<file path="src/rtl/coh_pkg.sv">
// Shared encodings for the home directory controller.
// Assumes request and message codes are fixed by the fabric and are not configurable.
package coh_pkg;

    typedef enum logic [1:0] {
        REQ_RD  = 2'd0,
        REQ_RDX = 2'd1,
        REQ_UPG = 2'd2,
        REQ_WB  = 2'd3
    } req_e;

    typedef enum logic [3:0] {
        MSG_RPL_SHR = 4'd0,
        MSG_RPL_EXC = 4'd1,
        MSG_RPL_MOD = 4'd2,
        MSG_FWD_RD  = 4'd3,
        MSG_FWD_RDX = 4'd4,
        MSG_FWD_UPG = 4'd5,
        MSG_GRANT   = 4'd6,
        MSG_INVAL   = 4'd7,
        MSG_WB_ACK  = 4'd8
    } msg_e;

endpackage

</file>
<file path="src/rtl/dir_store.sv">
// Directory entries and the behavioural memory array for one home.
// Reads are combinational from registers; one line may be written per cycle.
// Assumes the write line equals the read line (single access per request).
module dir_store #(
    parameter int NODES  = 8,
    parameter int OWN_W  = 6,
    parameter int LINES  = 16,
    parameter int DATA_W = 32,
    localparam int LINE_W = $clog2(LINES)
) (
    input  logic              clk,
    input  logic              rst_n,
    input  logic [LINE_W-1:0] line,
    output logic [OWN_W-1:0]  rd_owner,
    output logic [NODES-1:0]  rd_pres,
    output logic [DATA_W-1:0] rd_data,
    input  logic              dir_we,
    input  logic [OWN_W-1:0]  wr_owner,
    input  logic [NODES-1:0]  wr_pres,
    input  logic              mem_we,
    input  logic [DATA_W-1:0] wr_data
);

    logic [OWN_W-1:0]  owner_q [LINES];
    logic [NODES-1:0]  pres_q  [LINES];
    logic [DATA_W-1:0] mem_q   [LINES];

    // Look up the addressed line.
    assign rd_owner = owner_q[line];
    assign rd_pres  = pres_q[line];
    assign rd_data  = mem_q[line];

    // Clear everything on reset, then apply the single-line update.
    always_ff @(posedge clk) begin
        if (!rst_n) begin
            for (int i = 0; i < LINES; i++) begin
                owner_q[i] <= '0;
                pres_q[i]  <= '0;
                mem_q[i]   <= '0;
            end
        end else begin
            if (dir_we) begin
                owner_q[line] <= wr_owner;
                pres_q[line]  <= wr_pres;
            end
            if (mem_we) begin
                mem_q[line] <= wr_data;
            end
        end
    end

endmodule

</file>
<file path="src/rtl/coh_decide.sv">
// Combinational protocol decision: from one directory entry and one request,
// produce the final entry, the memory write and the message plan
// (one primary message plus an invalidation mask).
// Assumes owner code 0 means memory and code k+1 means cluster k.
module coh_decide #(
    parameter int NODES  = 8,
    parameter int OWN_W  = 6,
    parameter int DATA_W = 32,
    localparam int NODE_W = $clog2(NODES)
) (
    input  coh_pkg::req_e     kind,
    input  logic [NODE_W-1:0] node,
    input  logic [OWN_W-1:0]  owner,
    input  logic [NODES-1:0]  pres,
    input  logic [DATA_W-1:0] mem_data,
    input  logic [DATA_W-1:0] wb_data,
    output logic [OWN_W-1:0]  new_owner,
    output logic [NODES-1:0]  new_pres,
    output logic              dir_we,
    output logic              mem_we,
    output logic [DATA_W-1:0] mem_wdata,
    output coh_pkg::msg_e     p_kind,
    output logic [NODE_W-1:0] p_dest,
    output logic [DATA_W-1:0] p_data,
    output logic [NODES-1:0]  inv_mask
);

    logic [NODES-1:0]  req_bit;
    logic [NODES-1:0]  own_bit;
    logic [NODE_W-1:0] own_node;
    logic [OWN_W-1:0]  req_code;
    logic              cached;
    logic              is_owner;

    // Decode the requester and the current owner.
    always_comb begin
        req_bit  = NODES'(1) << node;
        cached   = (owner != '0);
        own_node = NODE_W'(owner - OWN_W'(1));
        own_bit  = cached ? (NODES'(1) << own_node) : '0;
        req_code = OWN_W'(node) + OWN_W'(1);
        is_owner = cached && (own_node == node);
    end

    // Choose the entry update and the message plan for the request kind.
    always_comb begin
        new_owner = owner;
        new_pres  = pres;
        dir_we    = 1'b0;
        mem_we    = 1'b0;
        mem_wdata = wb_data;
        p_kind    = coh_pkg::MSG_WB_ACK;
        p_dest    = node;
        p_data    = '0;
        inv_mask  = '0;
        unique case (kind)
            coh_pkg::REQ_RD: begin
                dir_we   = 1'b1;
                new_pres = pres | req_bit;
                if (cached) begin
                    p_kind = coh_pkg::MSG_FWD_RD;
                    p_dest = own_node;
                end else begin
                    p_kind = ((pres & ~req_bit) == '0) ? coh_pkg::MSG_RPL_EXC
                                                       : coh_pkg::MSG_RPL_SHR;
                    p_data = mem_data;
                end
            end
            coh_pkg::REQ_RDX, coh_pkg::REQ_UPG: begin
                dir_we    = 1'b1;
                new_owner = req_code;
                new_pres  = req_bit;
                inv_mask  = pres & ~req_bit & ~own_bit;
                if (cached && !is_owner) begin
                    p_kind = (kind == coh_pkg::REQ_RDX) ? coh_pkg::MSG_FWD_RDX
                                                        : coh_pkg::MSG_FWD_UPG;
                    p_dest = own_node;
                end else if (kind == coh_pkg::REQ_RDX && !cached) begin
                    p_kind = coh_pkg::MSG_RPL_MOD;
                    p_data = mem_data;
                end else begin
                    p_kind = coh_pkg::MSG_GRANT;
                end
            end
            coh_pkg::REQ_WB: begin
                if (is_owner) begin
                    dir_we    = 1'b1;
                    mem_we    = 1'b1;
                    new_owner = '0;
                    new_pres  = pres & ~req_bit;
                end
            end
            default: ;
        endcase
    end

endmodule

</file>
<file path="src/rtl/msg_seq.sv">
// Output sequencer: holds one request's plan and emits the primary message,
// then one invalidation per marked cluster in ascending cluster order.
// Assumes load is asserted only when idle or when the last message is taken.
module msg_seq #(
    parameter int NODES  = 8,
    parameter int LINE_W = 4,
    parameter int DATA_W = 32,
    localparam int NODE_W = $clog2(NODES)
) (
    input  logic              clk,
    input  logic              rst_n,
    input  logic              load,
    input  coh_pkg::msg_e     l_kind,
    input  logic [NODE_W-1:0] l_dest,
    input  logic [NODE_W-1:0] l_src,
    input  logic [LINE_W-1:0] l_line,
    input  logic [DATA_W-1:0] l_data,
    input  logic [NODES-1:0]  l_inv,
    output logic              m_valid,
    input  logic              m_ready,
    output coh_pkg::msg_e     m_kind,
    output logic [NODE_W-1:0] m_dest,
    output logic [NODE_W-1:0] m_src,
    output logic [LINE_W-1:0] m_line,
    output logic [DATA_W-1:0] m_data,
    output logic              last_fire
);

    logic              prim_q;
    coh_pkg::msg_e     kind_q;
    logic [NODE_W-1:0] dest_q;
    logic [NODE_W-1:0] src_q;
    logic [LINE_W-1:0] line_q;
    logic [DATA_W-1:0] data_q;
    logic [NODES-1:0]  inv_q;
    logic [NODE_W-1:0] low_idx;
    logic              fire;
    logic              is_last;

    // Find the lowest-numbered cluster still awaiting an invalidation.
    always_comb begin
        low_idx = '0;
        for (int i = NODES - 1; i >= 0; i--) begin
            if (inv_q[i]) low_idx = NODE_W'(i);
        end
    end

    // Present the primary message first, then the invalidation walk.
    always_comb begin
        m_valid   = prim_q || (inv_q != '0);
        m_kind    = prim_q ? kind_q : coh_pkg::MSG_INVAL;
        m_dest    = prim_q ? dest_q : low_idx;
        m_data    = prim_q ? data_q : '0;
        m_src     = src_q;
        m_line    = line_q;
        fire      = m_valid && m_ready;
        is_last   = prim_q ? (inv_q == '0) : ((inv_q & (inv_q - NODES'(1))) == '0);
        last_fire = fire && is_last;
    end

    // Load a new plan or retire the message just taken.
    always_ff @(posedge clk) begin
        if (!rst_n) begin
            prim_q <= 1'b0;
            kind_q <= coh_pkg::MSG_WB_ACK;
            dest_q <= '0;
            src_q  <= '0;
            line_q <= '0;
            data_q <= '0;
            inv_q  <= '0;
        end else if (load) begin
            prim_q <= 1'b1;
            kind_q <= l_kind;
            dest_q <= l_dest;
            src_q  <= l_src;
            line_q <= l_line;
            data_q <= l_data;
            inv_q  <= l_inv;
        end else if (fire) begin
            if (prim_q) prim_q <= 1'b0;
            else        inv_q[low_idx] <= 1'b0;
        end
    end

endmodule

</file>
<file path="src/rtl/home_dir_ctrl.sv">
// Home-node directory controller: one directory lookup and update per
// accepted request, with the resulting messages sent on one ordered channel.
// Assumes requests for this home arrive in order and are never refused.
module home_dir_ctrl #(
    parameter int NODES  = 8,
    parameter int OWN_W  = 6,
    parameter int LINES  = 16,
    parameter int DATA_W = 32,
    localparam int NODE_W = $clog2(NODES),
    localparam int LINE_W = $clog2(LINES)
) (
    input  logic              clk,
    input  logic              rst_n,
    input  logic              req_valid,
    output logic              req_ready,
    input  logic [1:0]        req_kind,
    input  logic [NODE_W-1:0] req_node,
    input  logic [LINE_W-1:0] req_line,
    input  logic [DATA_W-1:0] req_wdata,
    output logic              msg_valid,
    input  logic              msg_ready,
    output logic [3:0]        msg_kind,
    output logic [NODE_W-1:0] msg_dest,
    output logic [NODE_W-1:0] msg_src,
    output logic [LINE_W-1:0] msg_line,
    output logic [DATA_W-1:0] msg_data
);

    logic [OWN_W-1:0]  cur_owner, nxt_owner;
    logic [NODES-1:0]  cur_pres, nxt_pres, inv_mask;
    logic [DATA_W-1:0] cur_data, mem_wdata, p_data;
    logic              dir_we, mem_we, accept, last_fire;
    coh_pkg::msg_e     p_kind, m_kind;
    logic [NODE_W-1:0] p_dest;

    // Take a request when the output is idle or finishing its last message.
    assign req_ready = !msg_valid || last_fire;
    assign accept    = req_valid && req_ready;
    assign msg_kind  = 4'(m_kind);

    dir_store #(
        .NODES(NODES), .OWN_W(OWN_W), .LINES(LINES), .DATA_W(DATA_W)
    ) u_store (
        .clk(clk), .rst_n(rst_n), .line(req_line),
        .rd_owner(cur_owner), .rd_pres(cur_pres), .rd_data(cur_data),
        .dir_we(dir_we && accept), .wr_owner(nxt_owner), .wr_pres(nxt_pres),
        .mem_we(mem_we && accept), .wr_data(mem_wdata)
    );

    coh_decide #(
        .NODES(NODES), .OWN_W(OWN_W), .DATA_W(DATA_W)
    ) u_decide (
        .kind(coh_pkg::req_e'(req_kind)), .node(req_node),
        .owner(cur_owner), .pres(cur_pres), .mem_data(cur_data), .wb_data(req_wdata),
        .new_owner(nxt_owner), .new_pres(nxt_pres), .dir_we(dir_we),
        .mem_we(mem_we), .mem_wdata(mem_wdata),
        .p_kind(p_kind), .p_dest(p_dest), .p_data(p_data), .inv_mask(inv_mask)
    );

    msg_seq #(
        .NODES(NODES), .LINE_W(LINE_W), .DATA_W(DATA_W)
    ) u_seq (
        .clk(clk), .rst_n(rst_n), .load(accept),
        .l_kind(p_kind), .l_dest(p_dest), .l_src(req_node), .l_line(req_line),
        .l_data(p_data), .l_inv(inv_mask),
        .m_valid(msg_valid), .m_ready(msg_ready), .m_kind(m_kind),
        .m_dest(msg_dest), .m_src(msg_src), .m_line(msg_line), .m_data(msg_data),
        .last_fire(last_fire)
    );

endmodule

</file>
<file path="config.mk">
export PLATFORM = sky130hd
export DESIGN_NAME = home_dir_ctrl
export DESIGN_NICKNAME = d
export VERILOG_FILES = /design/src/rtl/coh_pkg.sv /design/src/rtl/dir_store.sv /design/src/rtl/coh_decide.sv /design/src/rtl/msg_seq.sv /design/src/rtl/home_dir_ctrl.sv
export SDC_FILE = /design/constraint.sdc
export NUM_CORES = 1
export LEC_CHECK = 0
export BUFFER_PORTS_ARGS = -buffer_cell sky130_fd_sc_hd__buf_2
export CAP_MARGIN = 20
export CORE_MARGIN = 2
export CORE_UTILIZATION = 50
export CTS_CLUSTER_SIZE = 24
export DETAILED_ROUTE_END_ITERATION = 16
export GPL_TIMING_DRIVEN = 0
export HOLD_SLACK_MARGIN = 0.1
export PLACE_DENSITY = 0.69
export REMOVE_ABC_BUFFERS = 1
export SLEW_MARGIN = 20
export SYNTH_ARGS = -nofsm -noshare
export SYNTH_HDL_FRONTEND = slang
export SYNTH_SLANG_ARGS = --single-unit
export TNS_END_PERCENT = 100
</file>
<file path="constraint.sdc">
create_clock -name clk -period 6.5 [get_ports clk]
set_input_delay 0.65 -clock clk [delete_from_list [all_inputs] [get_ports clk]]
set_output_delay 0.65 -clock clk [all_outputs]
set_load 0.01 [all_outputs]
</file>
# [Word level (Yosys, flattened, before mapping)]
# Memory sizes are Yosys's and may differ from the RTL's.
# Cells that the tools add are included.
[word_totals] wordCells=114 in_bits=45 memories=3 ramBits=736 reg_bits=55
[mem_list] name="u_store.mem_q" words=16 width=32 rd=1 rd_ports_with_merged_regs=0 write_ports=16 line_no="dir_store.sv:26" text="logic [DATA_W-1:0] mem_q [LINES];"
[mem_list] name="u_store.pres_q" words=16 width=8 rd=1 rd_ports_with_merged_regs=0 write_ports=16 line_no="dir_store.sv:25" text="logic [NODES-1:0] pres_q [LINES];"
[mem_list] name="u_store.owner_q" words=16 width=6 rd=1 rd_ports_with_merged_regs=0 write_ports=16 line_no="dir_store.sv:24" text="logic [OWN_W-1:0] owner_q [LINES];"
[classes] shift=2 n_lt_le_gt_ge=2 reduce_logical=27 n_bitwise=8 n_addsub=3 eq_ne=5 mux=57
[ops] cell="32-bit two-way mux" n=5
[ops] cell="32-bit case mux with 2 select lines" n=1
[ops] cell="8-bit two-way mux" n=7
[ops] cell="3-bit two-way mux" n=12
[ops] cell="8-bit bitwise AND" n=4
[ops] cell="32-bit OR reduction" n=1
[ops] cell="8-bit zero test" n=3
[ops] cell="4-bit two-way mux" n=6
[ops] cell="8-bit inverter" n=3
[ops] cell="8-bit case mux with 3 select lines" n=1
[ops] cell="1-bit two-way mux" n=18
[ops] cell="1-bit by 3-bit << shifter with 8-bit output, first input constant" n=2
[ops] cell="6-bit two-way mux" n=2
[ops] cell="6-bit case mux with 2 select lines" n=1
[ops] cell="1-bit logical AND" n=9
[ops] cell="8-bit OR" n=1
[ops] cell="4-bit case mux with 2 select lines" n=1
[ops] cell="8-bit nonzero test" n=1
[ops] cell="8-bit OR reduction" n=1
[ops] cell="8-bit by 1-bit subtractor with 8-bit output, second input constant" n=1
[ops] cell="3-bit case mux with 2 select lines" n=1
[ops] cell="6-bit nonzero test" n=1
[ops] cell="6-bit OR reduction" n=1
[ops] cell="3-bit by 1-bit adder with 4-bit output, second input constant" n=1
[ops] cell="16 further kinds" n=20

# [Logic depth before layout (Yosys ltp)]
[depth] word_depth=17 mapped_depth=17

# [Hierarchy]
# Synthesis repeated with hierarchy kept, for this count alone.
[hier_totals] cells_unflattened=2547 hier_area_um2=36979.2
[by_module_without_submodules] module="dir_store" instances=1 seq_area_each_um2=22101.2 cells_each=2057 area_per_inst_um2=32955.4
[by_module_without_submodules] module="msg_seq" instances=1 seq_area_each_um2=1101.1 cells_each=270 area_per_inst_um2=2567.5
[by_module_without_submodules] module="coh_decide" instances=1 seq_area_each_um2=0.0 cells_each=216 area_per_inst_um2=1423.9
[by_module_without_submodules] module="home_dir_ctrl" instances=1 seq_area_each_um2=0.0 cells_each=4 area_per_inst_um2=32.5

# [Worst setup path after synthesis]
# OpenSTA, ideal clock, no wires.
[synth_timing] kind="input port to flip-flop" from="input req_line[0]" to="memory u_store.mem_q[14][0] (enable)" arrival_ns=6.054 stages=16 setup_ns=0.466 slack_ns=-0.020 n_path_buf=6 path_cell_list="buf_6 -> buf_6 -> buf_6 -> mux4_2 -> mux4_2 -> inv_1 -> ha_1 -> buf_1 -> nor3b_1 -> o211a_1 -> nor2_1 -> and3_1 -> buf_4 -> nand4_1 -> clkbuf_1 -> o21ai_0"
[synth_lines] element="start: declaration" line_no="home_dir_ctrl.sv:18" text="input logic [LINE_W-1:0] req_line,"
[synth_lines] element="end: declaration" line_no="dir_store.sv:26"

==> results.json <==
{
  "status": "finished clean",
  "root_buffer": "clkbuf_16",
  "cp.depth": 13,
  "synth_warnings": 0,
  "io_buffers": 92,
  "layout.nets": 2711,
  "critPathKind": "primary input to flip-flop",
  "cts_buffer_depth": 3,
  "first_iter_violations": 3203,
  "p_sw_share_pct": 23.6,
  "leakagePower_nw": 13.6,
  "final-max-slew-violation-count": 0,
  "start_kind": "primary input",
  "drive_gt1_share_pct": 21.0,
  "grt_max_degree": 76,
  "p_seq_share_pct": 50.2,
  "timing.fmax_mhz": 163,
  "path_clk_slew_ps": 60,
  "hpwl_um": 60700,
  "slowest_delay_ps": 960,
  "viasPerCell": 6.20,
  "coreArea_um2": 69900,
  "power_density_nw_per_um2": 283,
  "grt_pass1_vias": 22500,
  "switching_power_mw": 2.71,
  "die_area_um2": 72500,
  "cts_hold_buf": 0,
  "finClkSkew_ps": 53.3,
  "p_int_mw": 8.80,
  "routed_wl_um": 93000,
  "place_congestion": 0.875,
  "wl_met2_um": 44900,
  "min_path_cells": 3,
  "grt_pass1_wl_um": 140000,
  "finalCritPeriodShare_pct": 94.5,
  "placementRows": 97,
  "critPathSlowestCell": "nand2_1",
  "path_max_fanout": 66,
  "drc_errors": 0,
  "reg2reg_depth": 11,
  "syn_inst": 2570,
  "grt_overflow": 0,
  "worstHoldPathType": "primary input to flip-flop",
  "fin_crit_ps": 6140,
  "async_reset_ff_share_pct": 0,
  "ios": 93,
  "path_cells": "buf_8 -> buf_16 -> mux4_2 -> mux2_2 -> o21ai_1 -> ha_1 -> nor3b_1 -> o211a_1 -> nor2_1 -> nand3_1 -> o21ai_2 -> nand4_1 -> nand2_1",
  "wl_per_cell_um": 25.4,
  "cap_violations": 0,
  "relSlewSlack_pct": 23.3,
  "rsz0062_at_grt": "false",
  "cts_tree": "done",
  "final_util_pct": 58.2,
  "met1Wirelength_um": 35200,
  "p_comb_share_pct": 9.4,
  "antenna_found_initial": 9,
  "insertion_delay_ps": 640,
  "synth_top_area_share_pct": 62.8,
  "synth_edf_count": 736,
  "clkPwrFrac_pct": 40.3,
  "worst_ep_arrival_time_ps": 6400,
  "vias": 22700,
  "cts_sinks": 791,
  "tightest_slew_ps": 1150,
  "setup_viol": 0,
  "worst_ir_drop_vdd_uv": 229,
  "dr_wl_met3_um": 10400,
  "synthDistinctLibCells": 63,
  "syn-cell-area_um2": 35200,
  "tns_ps": 0,
  "cts.htree.levels": 3,
  "numCtsBuffers": 80,
  "antenna_left": 0,
  "synth.yosys.seq_area_share_pct": 65.9,
  "dieWidth_um": 269,
  "cp_top_family": "simple AND/OR/NAND/NOR gates",
  "ys.flop_type": "edfxtp_1",
  "syn_avg_cell_area_um2": 13.7,
  "cts_setup_buffers": 0,
  "finalHoldViolations": 0,
  "critPathBufInv": 2,
  "yosys.area.top_type": "edfxtp_1",
  "synth_area_leaders": "edfxtp_1, mux4_2, nor2_1, dfxtp_1, nand2_1",
  "cts_resized": 0,
  "syn2layout_area_growth_pct": 15.7,
  "final_area_um2": 40700,
  "whs_ps": 330,
  "first_pass_iters": 5,
  "die_y_um": 269,
  "grt_use_total_pct": 25.7,
  "start_util_pct": 50.3,
  "ys_ff_latch": 791,
  "placed_cell_area_um2": 38000,
  "routed.top_layer": "met5",
  "worst_setup_path_end_kind": "flip-flop",
  "critPathRequiredTime_ps": 6760
}
## metal layers
metal	global-route usage [%]	up-vias
met5	0	-
met1	36.0	11500
li1	-	9569
met4	7.65	10
met3	4.60	189
met2	41.6	1422
## worst paths after layout
check	start	end	slack (ps)
min reg2reg	u_seq.data_q[7]$_SDFFE_PN0N_	u_seq.data_q[7]$_SDFFE_PN0N_	450
max reg2reg	u_store.owner_q[6][0]$_SDFFCE_PN0P_	u_store.pres_q[2][6]$_SDFFCE_PN0P_	900
min	msg_ready	u_seq.prim_q$_SDFFE_PN0P_	330
max	req_line[0]	u_store.pres_q[2][6]$_SDFFCE_PN0P_	360
## cells in the final DEF, fill, tap and decap left out, types with 16 or more instances in the layout
cell type    n
clkbuf_16   80
nand2b_1    38
and2_1      36
nand4_1     24
nand2_1    233
dfxtp_1     54
mux2i_1     18
buf_6       34
mux4_2     211
o21ai_4     16
buf_2       88
edfxtp_1   736
a21oi_1     58
o21ai_0     37
clkbuf_1    20
buf_16      34
nor2_1     765
buf_8       16
## worst reg2reg max path, delay by kind of cell, from the launching register on
family,cells,cell delay (ps)
DFF,1,370
and+or+nand+nor,5,2300
muxes,2,780
adders and majority gates,1,450
AOI/OAI and AO/OA,3,1320
## area by class of cell
type	instances	area [µm²]
sequential	791	23200
fill	5304	29200
clock inverter	42	513
clock buffer	104	2130
antenna	2	5.00
timing repair buffer	194	2280
tap	940	1180
inverter	16	65.1
multi-input combinational	1568	11300
## sequential cells by signal, indices dropped and copies added, names as in the netlist
signal           count
u_store.mem_q      512
u_seq.m_src          3
u_seq.data_q        32
u_seq.inv_q          8
u_seq.prim_q         1
u_seq.kind_q         4
u_store.pres_q     128
u_seq.m_line         4
u_seq.dest_q         3
u_store.owner_q     96
## power by group through the flow
stage | combinational (mW) | sequential [mW] | clock [mW]
final | 1.08 | 5.79 | 4.65
after global routing | 1.14 | 5.80 | 4.88
after CTS | 1.08 | 5.79 | 4.68
after detailed placement | 1.07 | 5.89 | 0
after global placement | 0.953 | 5.92 | 0
after floorplan | 0.550 | 5.88 | 0
## per-stage QoR
stage | cells | setup WS (ps) | total power [mW]
finish | 3657 | 359 | 11.5
global placement | 3407 | -15450 | 6.87
detailed placement | 3508 | -232 | 6.97
floorplan | 2375 | -4620 | 6.43
global route | 3657 | 0.868 | 11.8
CTS | 3654 | 436 | 11.5
## cell families (layout without fill, tap and decap cells)
family / count (synthesis) / in the layout / share of synthesized area [%]
fa+ha+maj: 15 / 15 / 0.533
flops: 791 / 791 / 65.9
mux: 231 / 231 / 14.1
other cells: 0 / 2 / 0
buf+inv: 211 / 356 / 2.61
compound gates: 181 / 181 / 3.55
xor+xnor: 3 / 3 / 0.0747
simple gates: 1138 / 1138 / 13.2
## cell usage after synthesis, types with 3 or more instances
| library cell | number |
|---|---|
| ha_1 | 15 |
| nor3b_1 | 5 |
| a31oi_1 | 6 |
| a22oi_1 | 12 |
| nand2b_1 | 38 |
| or3_1 | 3 |
| inv_2 | 3 |
| a22o_1 | 4 |
| buf_4 | 4 |
| and2_1 | 37 |
| nand4_1 | 24 |
| nand2_1 | 233 |
| a221oi_1 | 4 |
| inv_1 | 13 |
| o41ai_2 | 3 |
| edfxtp_1 | 736 |
| buf_2 | 65 |
| clkbuf_1 | 110 |
| dfxtp_1 | 55 |
| nand3_1 | 7 |
| nor2b_1 | 7 |
| o21ai_0 | 53 |
| nor2_1 | 767 |
| o211ai_1 | 3 |
| a211o_1 | 7 |
| buf_6 | 4 |
| mux4_2 | 211 |
| buf_1 | 12 |
| a21oi_1 | 58 |
| nor3_1 | 5 |
| mux2i_1 | 18 |
| o22ai_1 | 3 |
| o41ai_4 | 3 |
(Power assumes the default switching activity.)
